===== src/rtl/tbase_pkg.sv =====
`timescale 1ns/1ps
package tbase_pkg;

    // Register select codes on the write port
    typedef enum logic [2:0] {
        REG_CTRL = 3'd0,
        REG_PSC  = 3'd1,
        REG_ARR  = 3'd2,
        REG_REP  = 3'd3,
        REG_CMD  = 3'd4
    } reg_sel_e;

    // Control word, bit 0 is run (packed: last member is LSB)
    typedef struct packed {
        logic irq_en;     // bit 4
        logic arr_buf;    // bit 3
        logic quiet;      // bit 2
        logic hold_upd;   // bit 1
        logic run;        // bit 0
    } tb_ctrl_t;

    localparam int CTRL_W      = 5;
    localparam int CMD_UPD_BIT = 0;
    localparam int CMD_CLR_BIT = 1;

    function automatic tb_ctrl_t ctrl_from_bits(input logic [CTRL_W-1:0] b);
        return tb_ctrl_t'(b);
    endfunction

    function automatic logic is_cmd_bit(input logic en, input logic [2:0] sel,
                                        input logic bit_val);
        return en && (sel == REG_CMD) && bit_val;
    endfunction

endpackage


===== src/rtl/tbase_regs.sv =====
`timescale 1ns/1ps
module tbase_regs
    import tbase_pkg::*;
#(
    parameter int DATA_W = 16,
    parameter int CNT_W  = 16,
    parameter int PSC_W  = 16,
    parameter int REP_W  = 8
) (
    input  logic              clk,
    input  logic              rst,
    input  logic              wr_en,
    input  logic [2:0]        wr_sel,
    input  logic [DATA_W-1:0] wr_data,
    input  logic              upd,
    output tb_ctrl_t          ctrl,
    output logic [PSC_W-1:0]  psc_act,
    output logic [CNT_W-1:0]  arr_act,
    output logic [CNT_W-1:0]  arr_pre,
    output logic [REP_W-1:0]  rep_pre,
    output logic              sw_upd_req,
    output logic              clr_req
);

    logic [PSC_W-1:0] psc_pre;
    logic             arr_wr;

    assign arr_wr     = wr_en && (wr_sel == REG_ARR);
    assign sw_upd_req = is_cmd_bit(wr_en, wr_sel, wr_data[CMD_UPD_BIT]);
    assign clr_req    = is_cmd_bit(wr_en, wr_sel, wr_data[CMD_CLR_BIT]);

    // Preload registers and control word
    always_ff @(posedge clk) begin
        if (rst) begin
            ctrl    <= '0;
            psc_pre <= '0;
            arr_pre <= '0;
            rep_pre <= '0;
        end else if (wr_en) begin
            case (wr_sel)
                REG_CTRL: ctrl    <= ctrl_from_bits(wr_data[CTRL_W-1:0]);
                REG_PSC:  psc_pre <= wr_data[PSC_W-1:0];
                REG_ARR:  arr_pre <= wr_data[CNT_W-1:0];
                REG_REP:  rep_pre <= wr_data[REP_W-1:0];
                default:  ;
            endcase
        end
    end

    // Active (shadow) copies: loaded on update, or reload written through
    always_ff @(posedge clk) begin
        if (rst) begin
            psc_act <= '0;
            arr_act <= '0;
        end else if (upd) begin
            psc_act <= psc_pre;
            arr_act <= arr_pre;
        end else if (arr_wr && !ctrl.arr_buf) begin
            arr_act <= wr_data[CNT_W-1:0];
        end
    end

endmodule


===== src/rtl/tbase_presc.sv =====
`timescale 1ns/1ps
module tbase_presc #(
    parameter int PSC_W = 16
) (
    input  logic             clk,
    input  logic             rst,
    input  logic             run,
    input  logic             restart,
    input  logic [PSC_W-1:0] psc_act,
    output logic             tick
);

    logic [PSC_W-1:0] pcnt;

    assign tick = run && (pcnt == psc_act);

    always_ff @(posedge clk) begin
        if (rst) begin
            pcnt <= '0;
        end else if (restart) begin
            pcnt <= '0;
        end else if (run) begin
            pcnt <= tick ? '0 : pcnt + 1'b1;
        end
    end

endmodule


===== src/rtl/tbase_count.sv =====
`timescale 1ns/1ps
module tbase_count #(
    parameter int CNT_W = 16,
    parameter int REP_W = 8
) (
    input  logic             clk,
    input  logic             rst,
    input  logic             tick,
    input  logic             sw_req,
    input  logic             hold,
    input  logic [CNT_W-1:0] arr_act,
    input  logic [CNT_W-1:0] arr_pre,
    input  logic [REP_W-1:0] rep_pre,
    output logic [CNT_W-1:0] cnt,
    output logic             upd,
    output logic             upd_sw
);

    logic [REP_W-1:0] rep_cnt;
    logic             at_zero;
    logic             uflow;
    logic             rep_done;
    logic             hw_upd;

    assign at_zero  = (cnt == '0);
    assign uflow    = tick && at_zero;
    assign rep_done = (rep_cnt == '0);
    assign upd_sw   = sw_req && !hold;
    assign hw_upd   = uflow && rep_done && !hold;
    assign upd      = upd_sw || hw_upd;

    always_ff @(posedge clk) begin
        if (rst) begin
            cnt     <= '0;
            rep_cnt <= '0;
        end else if (upd) begin
            // active reload takes the preload first, so count uses it directly
            cnt     <= arr_pre;
            rep_cnt <= rep_pre;
        end else if (tick) begin
            if (at_zero) begin
                cnt <= arr_act;
                if (!rep_done) rep_cnt <= rep_cnt - 1'b1;
            end else begin
                cnt <= cnt - 1'b1;
            end
        end
    end

endmodule


===== src/rtl/tbase_flag.sv =====
`timescale 1ns/1ps
module tbase_flag (
    input  logic clk,
    input  logic rst,
    input  logic upd,
    input  logic upd_sw,
    input  logic quiet,
    input  logic clr,
    input  logic irq_en,
    output logic evt,
    output logic flag,
    output logic irq
);

    logic set_flag;

    assign set_flag = upd && !(upd_sw && quiet);
    assign irq      = flag && irq_en;

    always_ff @(posedge clk) begin
        if (rst) begin
            evt  <= 1'b0;
            flag <= 1'b0;
        end else begin
            evt <= upd;
            if (set_flag)  flag <= 1'b1;
            else if (clr)  flag <= 1'b0;
        end
    end

endmodule


===== src/rtl/tbase_down_timer.sv =====
`timescale 1ns/1ps
module tbase_down_timer
    import tbase_pkg::*;
#(
    parameter int DATA_W = 16,
    parameter int CNT_W  = 16,
    parameter int PSC_W  = 16,
    parameter int REP_W  = 8
) (
    input  logic              clk,
    input  logic              rst,
    input  logic              wr_en,
    input  logic [2:0]        wr_sel,
    input  logic [DATA_W-1:0] wr_data,
    output logic [CNT_W-1:0]  count_o,
    output logic              evt_o,
    output logic              flag_o,
    output logic              irq_o
);

    tb_ctrl_t         ctrl_q;
    logic [PSC_W-1:0] psc_act;
    logic [CNT_W-1:0] arr_act;
    logic [CNT_W-1:0] arr_pre;
    logic [REP_W-1:0] rep_pre;
    logic             sw_upd_req;
    logic             clr_req;
    logic             tick;
    logic             upd;
    logic             upd_sw;

    tbase_regs #(
        .DATA_W(DATA_W), .CNT_W(CNT_W), .PSC_W(PSC_W), .REP_W(REP_W)
    ) u_regs (
        .clk(clk), .rst(rst), .wr_en(wr_en), .wr_sel(wr_sel), .wr_data(wr_data),
        .upd(upd), .ctrl(ctrl_q), .psc_act(psc_act), .arr_act(arr_act),
        .arr_pre(arr_pre), .rep_pre(rep_pre), .sw_upd_req(sw_upd_req),
        .clr_req(clr_req)
    );

    tbase_presc #(.PSC_W(PSC_W)) u_presc (
        .clk(clk), .rst(rst), .run(ctrl_q.run), .restart(upd_sw),
        .psc_act(psc_act), .tick(tick)
    );

    tbase_count #(.CNT_W(CNT_W), .REP_W(REP_W)) u_count (
        .clk(clk), .rst(rst), .tick(tick), .sw_req(sw_upd_req),
        .hold(ctrl_q.hold_upd), .arr_act(arr_act), .arr_pre(arr_pre),
        .rep_pre(rep_pre), .cnt(count_o), .upd(upd), .upd_sw(upd_sw)
    );

    tbase_flag u_flag (
        .clk(clk), .rst(rst), .upd(upd), .upd_sw(upd_sw), .quiet(ctrl_q.quiet),
        .clr(clr_req), .irq_en(ctrl_q.irq_en), .evt(evt_o), .flag(flag_o),
        .irq(irq_o)
    );

endmodule


===== config.mk =====
export PLATFORM = sky130hd
export DESIGN_NAME = tbase_down_timer
export DESIGN_NICKNAME = d
export VERILOG_FILES = /design/src/rtl/tbase_pkg.sv /design/src/rtl/tbase_regs.sv /design/src/rtl/tbase_presc.sv /design/src/rtl/tbase_count.sv /design/src/rtl/tbase_flag.sv /design/src/rtl/tbase_down_timer.sv
export SDC_FILE = /design/constraint.sdc
export NUM_CORES = 1
export LEC_CHECK = 0
export BUFFER_PORTS_ARGS = -buffer_cell sky130_fd_sc_hd__buf_2
export CAP_MARGIN = 20
export CORE_MARGIN = 5
export CORE_UTILIZATION = 55
export CTS_CLUSTER_SIZE = 16
export DETAILED_ROUTE_END_ITERATION = 8
export PLACE_DENSITY = 0.74
export SLEW_MARGIN = 10
export SYNTH_ARGS = -nofsm -noshare
export SYNTH_HDL_FRONTEND = slang
export SYNTH_SLANG_ARGS = --single-unit

===== constraint.sdc =====
create_clock -name clk -period 2.92 [get_ports clk]
set_input_delay 0.584 -clock clk [delete_from_list [all_inputs] [get_ports clk]]
set_output_delay 0.584 -clock clk [all_outputs]
set_load 0.05 [all_outputs]

==> results of run 1 <==
==> flip-flops by register name, indices dropped and copies added, names as in the netlist <==
name             cells
u_regs.arr_pre      16
u_regs.arr_act      16
u_regs.ctrl          5
u_flag.evt           1
u_presc.pcnt        16
u_flag.flag          1
u_regs.rep_pre       8
u_regs.psc_pre      16
u_count.rep_cnt      8
u_count.cnt         16
u_regs.psc_act      16
==> cells in the mapped netlist, types with 7 or more instances <==
cell type | instances | area, um^2
dfxtp_1 | 119 | 2380
or4_1 | 8 | 60.1
clkbuf_1 | 31 | 116
o21ai_1 | 9 | 45.0
nand3_1 | 15 | 75.1
o31ai_1 | 13 | 97.6
inv_1 | 9 | 33.8
nand4_1 | 8 | 50.1
xnor2_1 | 20 | 175
o211ai_1 | 7 | 52.6
o21ai_0 | 16 | 80.1
a31oi_1 | 33 | 206
xor2_1 | 15 | 131
a21oi_1 | 64 | 320
nand2_1 | 169 | 634
nor2_1 | 40 | 150
nor3_1 | 8 | 40.0
==> tightest hold or removal path, cell delays in order <==
cell     delay (ns)
buf_2          0.12
nand2_1        0.05
a21oi_1        0.05
==> worst max-delay path by stage <==
| stage | startpoint | endpoint | slack, ns | cells after the start |
|---|---|---|---|---|
| 6_report | u_count.rep_cnt[4]$_SDFFE_PP0P_ | u_count.cnt[7]$_SDFFE_PP0P_ | 0.38 | 6 |
| 5_1_grt | u_count.cnt[0]$_SDFFE_PP0P_ | u_count.cnt[0]$_SDFFE_PP0P_ | 0.22 | 9 |
| 4_1_cts | u_count.rep_cnt[4]$_SDFFE_PP0P_ | u_count.cnt[7]$_SDFFE_PP0P_ | 0.39 | 6 |
| 3_5_place_dp | u_count.rep_cnt[4]$_SDFFE_PP0P_ | u_regs.psc_act[15]$_SDFFE_PP0P_ | 0.42 | 6 |
| 3_3_place_gp | u_count.rep_cnt[4]$_SDFFE_PP0P_ | u_count.cnt[7]$_SDFFE_PP0P_ | 0.47 | 6 |
| 2_1_floorplan | u_count.cnt[0]$_SDFFE_PP0P_ | u_count.rep_cnt[3]$_SDFFE_PP0P_ | 0.46 | 9 |
==> stage by stage <==
step	area, um^2	hold slack, ns	setup WS, ns
after floorplan	5320	0.433	0.461
after global placement	5650	0.441	0.472
after detailed placement	5650	0.446	0.424
after CTS	6250	0.305	0.394
after global routing	6250	0.315	0.219
final	6250	0.316	0.375
==> cell type report <==
class,count,area [um^2]
fillers,793,3070
multi-input cells,491,2740
flip-flops and latches,119,2380
clock buffers,21,459
repair buffers,56,333
well taps,129,161
clock inverters,11,148
inverters,9,33.8
==> cell usage in the layout, fill, tap and decap left out, types with 16 or more instances in the layout <==
cell type,Yosys,final
buf_2,4,40
dfxtp_1,119,119
a31oi_1,33,33
a21oi_1,64,64
xnor2_1,20,20
clkbuf_16,0,16
nand2_1,169,169
o21ai_0,16,16
nor2_1,40,40
==> power by group through the flow <==
stage / sequential (mW) / combinational, mW / clock (mW)
floorplan: 1.77 / 0.311 / 0
global placement: 1.73 / 0.462 / 0
detailed placement: 1.74 / 0.473 / 0
CTS: 1.70 / 0.478 / 2.13
global route: 1.71 / 0.529 / 2.23
finish: 1.70 / 0.480 / 2.11
==> metal layers <==
| layer | GRT usage (%) | vias up | share of wire (%) |
|---|---|---|---|
| met1 | 30.7 | 2253 | 43 |
| met4 | 11.0 | 0 | 2.3 |
| met2 | 40.3 | 173 | 48 |
| li1 | - | 2365 | - |
| met5 | 0 | - | 0 |
| met3 | 7.04 | 27 | 7.0 |
==> cells by family (layout without fill, tap and decap cells) <==
logic type	Yosys count	after routing	share of synthesized area, %
and+or+nand+nor	287	287	24.9
AOI/OAI and AO/OA	156	156	17.9
DFF	119	119	44.8
buffers and inverters	49	97	3.97
xor gates and xnor gates	35	35	5.76
muxes	9	9	1.76
adders and majority gates	4	4	0.941
==> results.toml, run 1 <==
[clock_network]
cts_tree = "done"
hold_buffers = 0
clkTransAtPathRegs_ns = 0.06
postCtsSetupRepairBufs = 0
cts_buffer_depth = 2
cts.sinks = 119
cts_resized = 0
cts_made_buffers = 17
worstSkewPairLatency_ns = 0.53
cts_max_level = 4
root_buffer = "clkbuf_8"

[placement]
dp_cells = 804
hpwlAfterDp_mm = 9.00
gp_congestion = 0.846
numPortBuffers = 40

[floorplanning]
die_x_um = 108
die_y_um = 108
core-area_um2 = 9330
die_area_um2 = 11700
io-pin-count = 41
start_util_pct = 57.0
rows = 35

[synthesis]
ys_seq_elements = 119
synth_fp_nets = 685
yosys_warnings = 0
ys_seq_area_share_pct = 44.8
syn_area_per_cell_um2 = 8.07
yosys.cell_types.count = 54
ys_async_sr_fraction_pct = 0
synthCells = 659
syn_area_um2 = 5320
synth-main-ff-cell = "dfxtp_1"
synth_edf_count = 0

[power_and_ir_drop]
p_per_area_nw_per_um2 = 687
power_mw = 4.29
sw_frac_of_total_pct = 25.7
power_switching_mw = 1.10
p_seq_share_pct = 39.7
p_leak_nw = 2.31
comb_power_share_pct = 11.2
internal_power_mw = 3.19
power_frac_clock_pct = 49.2
vdd_drop_max_v = 0.000456

[setup_path]
crit_buf_inv = 0
worstPathMaxFanout = 25
cp-start-kind = "flip-flop"
path_cells = "or4_4, or4b_4, nor2_2, a41o_2, nand2_1, a21oi_1"
crit_type = "flip-flop to flip-flop"
path_delay_family = "simple AND/OR/NAND/NOR gates"
cp_data_required_time_ns = 3.37
rr_worst_depth = 6
critical_path.slowest_cell = "or4_4"
r2r_start = "u_count.rep_cnt[4]$_SDFFE_PP0P_"
setup.worst_path.end_class = "flip-flop"
worstPathArrival_ns = 3.00
critPathMaxStageDelay_ns = 0.56
r2r-end = "u_count.cnt[7]$_SDFFE_PP0P_"
rrSetupSlack_ns = 0.38

[layout]
final_nets = 720
drive_gt1_share_pct = 15.4
instances_no_fill = 836
insertedDiodeCount = 0
final_util_pct = 67.1
syn2layout_area_growth_pct = 17.6

[detailed_routing]
vias = 4818
routed_wl_mm = 13.5
routedWlPerCell_um = 16.2
drcViolationCount = 0
vias_per_cell = 5.76
first_pass_iters = 5
drt_iter0_drc = 335
final_antenna_net_count = 0

[global_route]
gr-total-overflow = 0
track_usage_pct = 24.8
grt_pass1_wl_mm = 22.7
grt_max_degree = 59
antenna_found_initial = 0
grt_pass1_vias = 4635

[sta]
max_clock_freq_ghz = 0.393
slew_violations = 0
finalHoldViolCount = 0
finClkSkew_ns = 0.0104
fin_crit_sh_pct = 87.1
finalSetupViolations = 0
tightest_slew_ns = 0.657
maxSlewHeadroom_pct = 56.1
period_needed_ns = 2.54
rsz0062_at_grt = "no"
tns_ns = 0

[min_path]
hp-class = "input pin to flip-flop"
min_to = "u_regs.psc_pre[12]$_SDFFE_PP0P_"
hold_depth = 3
min_from = "wr_data[12]"

[status]
outcome = "finished clean"

[run]
cap_violations = 0
Power figures use the tool's default switching activity.
==> run 2, diff against run 1 <==
==> constraint.sdc (replaced) <==
create_clock -name clk -period 2.92 [get_ports clk]
set_input_delay 0.292 -clock clk [delete_from_list [all_inputs] [get_ports clk]]
set_output_delay 0.292 -clock clk [all_outputs]
set_load 0.05 [all_outputs]
==> run 2 against run 1 <==
  * Design area increased by 0.12%
  * Clock power increased by 2%
  * Critical path depth unchanged
  * Register-to-register slack got worse by 0.03 ns
  * Non-clock buffer count increased by 2
  * Sequential power about the same
  * Sequential cell count unchanged
  * Global-route usage increased by 0.35 points
  * First-iteration DRC count increased by 27%
  * Utilization increased by 0.081 points
  * Largest cell class unchanged
==> results.toml, run 2 (synthesized netlist as in run 1, its figures left out) <==
[clock_network]
root_buffer = "clkbuf_8"
postCtsSetupRepairBufs = 0
hold_buffers = 0
cts.sinks = 119
clkTransAtPathRegs_ns = 0.06
cts_resized = 0
worstSkewPairLatency_ns = 0.53
cts_tree = "done"
cts_max_level = 4
cts_buffer_depth = 2
cts_made_buffers = 17

[floorplanning]
core-area_um2 = 9330
die_area_um2 = 11700
rows = 35
io-pin-count = 41
die_x_um = 108
start_util_pct = 57.0
die_y_um = 108

[sta]
period_needed_ns = 2.57
finClkSkew_ns = 0.00916
max_clock_freq_ghz = 0.389
fin_crit_sh_pct = 88.1
slew_violations = 0
tightest_slew_ns = 0.769
maxSlewHeadroom_pct = 48.7
finalHoldViolCount = 0
rsz0062_at_grt = "no"
tns_ns = 0
finalSetupViolations = 0
hold-worst-slack_ns = 0.0295

[layout]
insertedDiodeCount = 0
instances_no_fill = 838
most-common-layout-cells = "169 x nand2_1, 119 x dfxtp_1, 64 x a21oi_1, 40 x nor2_1, 40 x buf_2"
drive_gt1_share_pct = 15.5
syn2layout_area_growth_pct = 17.7
final_nets = 722
final_common_cell = "nand2_1"

[setup_path]
worstPathArrival_ns = 3.02
rr_worst_depth = 6
cp-start-kind = "flip-flop"
path_cells = "or4_4, or4b_4, nor2_2, a41o_2, nand2_1, a21oi_1"
r2r_start = "u_count.rep_cnt[4]$_SDFFE_PP0P_"
setup.worst_path.end_class = "flip-flop"
critical_path.slowest_cell = "or4_4"
cp_data_required_time_ns = 3.36
critPathMaxStageDelay_ns = 0.56
worstPathMaxFanout = 25
crit_type = "flip-flop to flip-flop"
critPathLaunch = "u_count.rep_cnt[4]$_SDFFE_PP0P_"

[detailed_routing]
vias_per_cell = 5.85
routed_wl_mm = 13.9
routedWlPerCell_um = 16.5
final_antenna_net_count = 0
m1WireLength_mm = 5.88
first_pass_iters = 5
drt_iter0_drc = 427
wl_met2_mm = 6.46
drcViolationCount = 0
vias = 4900
dr.max_layer_used = "met4"
wl_met3_mm = 1.01

[global_route]
track_usage_pct = 25.2
gr-total-overflow = 0
grt_max_degree = 73
grt_pass1_wl_mm = 23.0
grt_pass1_vias = 4770
antenna_found_initial = 0

[power_and_ir_drop]
power_frac_clock_pct = 49.6
p_seq_share_pct = 39.3
vdd_drop_max_v = 0.000444
power_mw = 4.33
internal_power_mw = 3.23
p_per_area_nw_per_um2 = 692
power_switching_mw = 1.10
sw_frac_of_total_pct = 25.5
p_leak_nw = 2.32
comb_power_share_pct = 11.1

[min_path]
hold_depth = 3
hp-class = "input pin to flip-flop"
min_from = "wr_data[13]"

[placement]
hpwlAfterDp_mm = 8.99
numPortBuffers = 40
dp_cells = 806
gp_congestion = 0.895

[status]
outcome = "finished clean"

[run]
cap_violations = 0
## run 2: cell count changes in the layout (fill, tap and decap cells not counted)
cell        before  now
clkbuf_1         1    2
clkbuf_8         4    2
buf_4           15   18
clkinv_2         2    3
bufinv_16        3    4
clkinv_4         2    3
clkinvlp_4       4    2
buf_12           1    0
## run 2: worst paths after layout
check / to / slack [ns]
setup / recovery: u_count.cnt[7]$_SDFFE_PP0P_ / 0.35
hold reg to reg: u_regs.arr_pre[2]$_SDFFE_PP0P_ / 0.46
hold / removal: u_regs.arr_pre[13]$_SDFFE_PP0P_ / 0.03
setup reg to reg: u_count.cnt[7]$_SDFFE_PP0P_ / 0.35
## run 2: final cells by class
type / count / area [um^2]
clock inverters: 12 / 176
fillers: 784 / 3070
inverters: 9 / 33.8
repair buffers: 58 / 335
well taps: 129 / 161
flip-flops and latches: 119 / 2380
multi-input cells: 491 / 2740
clock buffers: 20 / 435
## run 2: worst max-delay path: cells and delay by family, from the launching register on
family / cells / cell delay, ns
AOI/OAI and AO/OA: 2 / 0.72
DFF: 1 / 0.33
and+or+nand+nor: 4 / 1.44
## run 2: per-layer routing
layer	up-vias	track usage, %
met5	-	0
met4	0	12.3
met3	54	7.34
met2	196	40.8
met1	2287	30.6
li1	2363	-
## run 2: power by group through the flow
stage / combinational (mW) / clock, mW / sequential [mW]
final: 0.480 / 2.15 / 1.70
after detailed placement: 0.468 / 0 / 1.74
after CTS: 0.476 / 2.17 / 1.70
after global placement: 0.459 / 0 / 1.73
after global routing: 0.522 / 2.27 / 1.71
after floorplan: 0.311 / 0 / 1.77
## run 2: per-stage QoR
step	util, %	setup slack, ns	instance area [um^2]
after detailed placement	60.6	0.397	5650
after global routing	67.1	0.243	6260
after CTS	67.1	0.365	6260
final	67.1	0.347	6260
after global placement	60.6	0.484	5650
after floorplan	-	0.461	5320
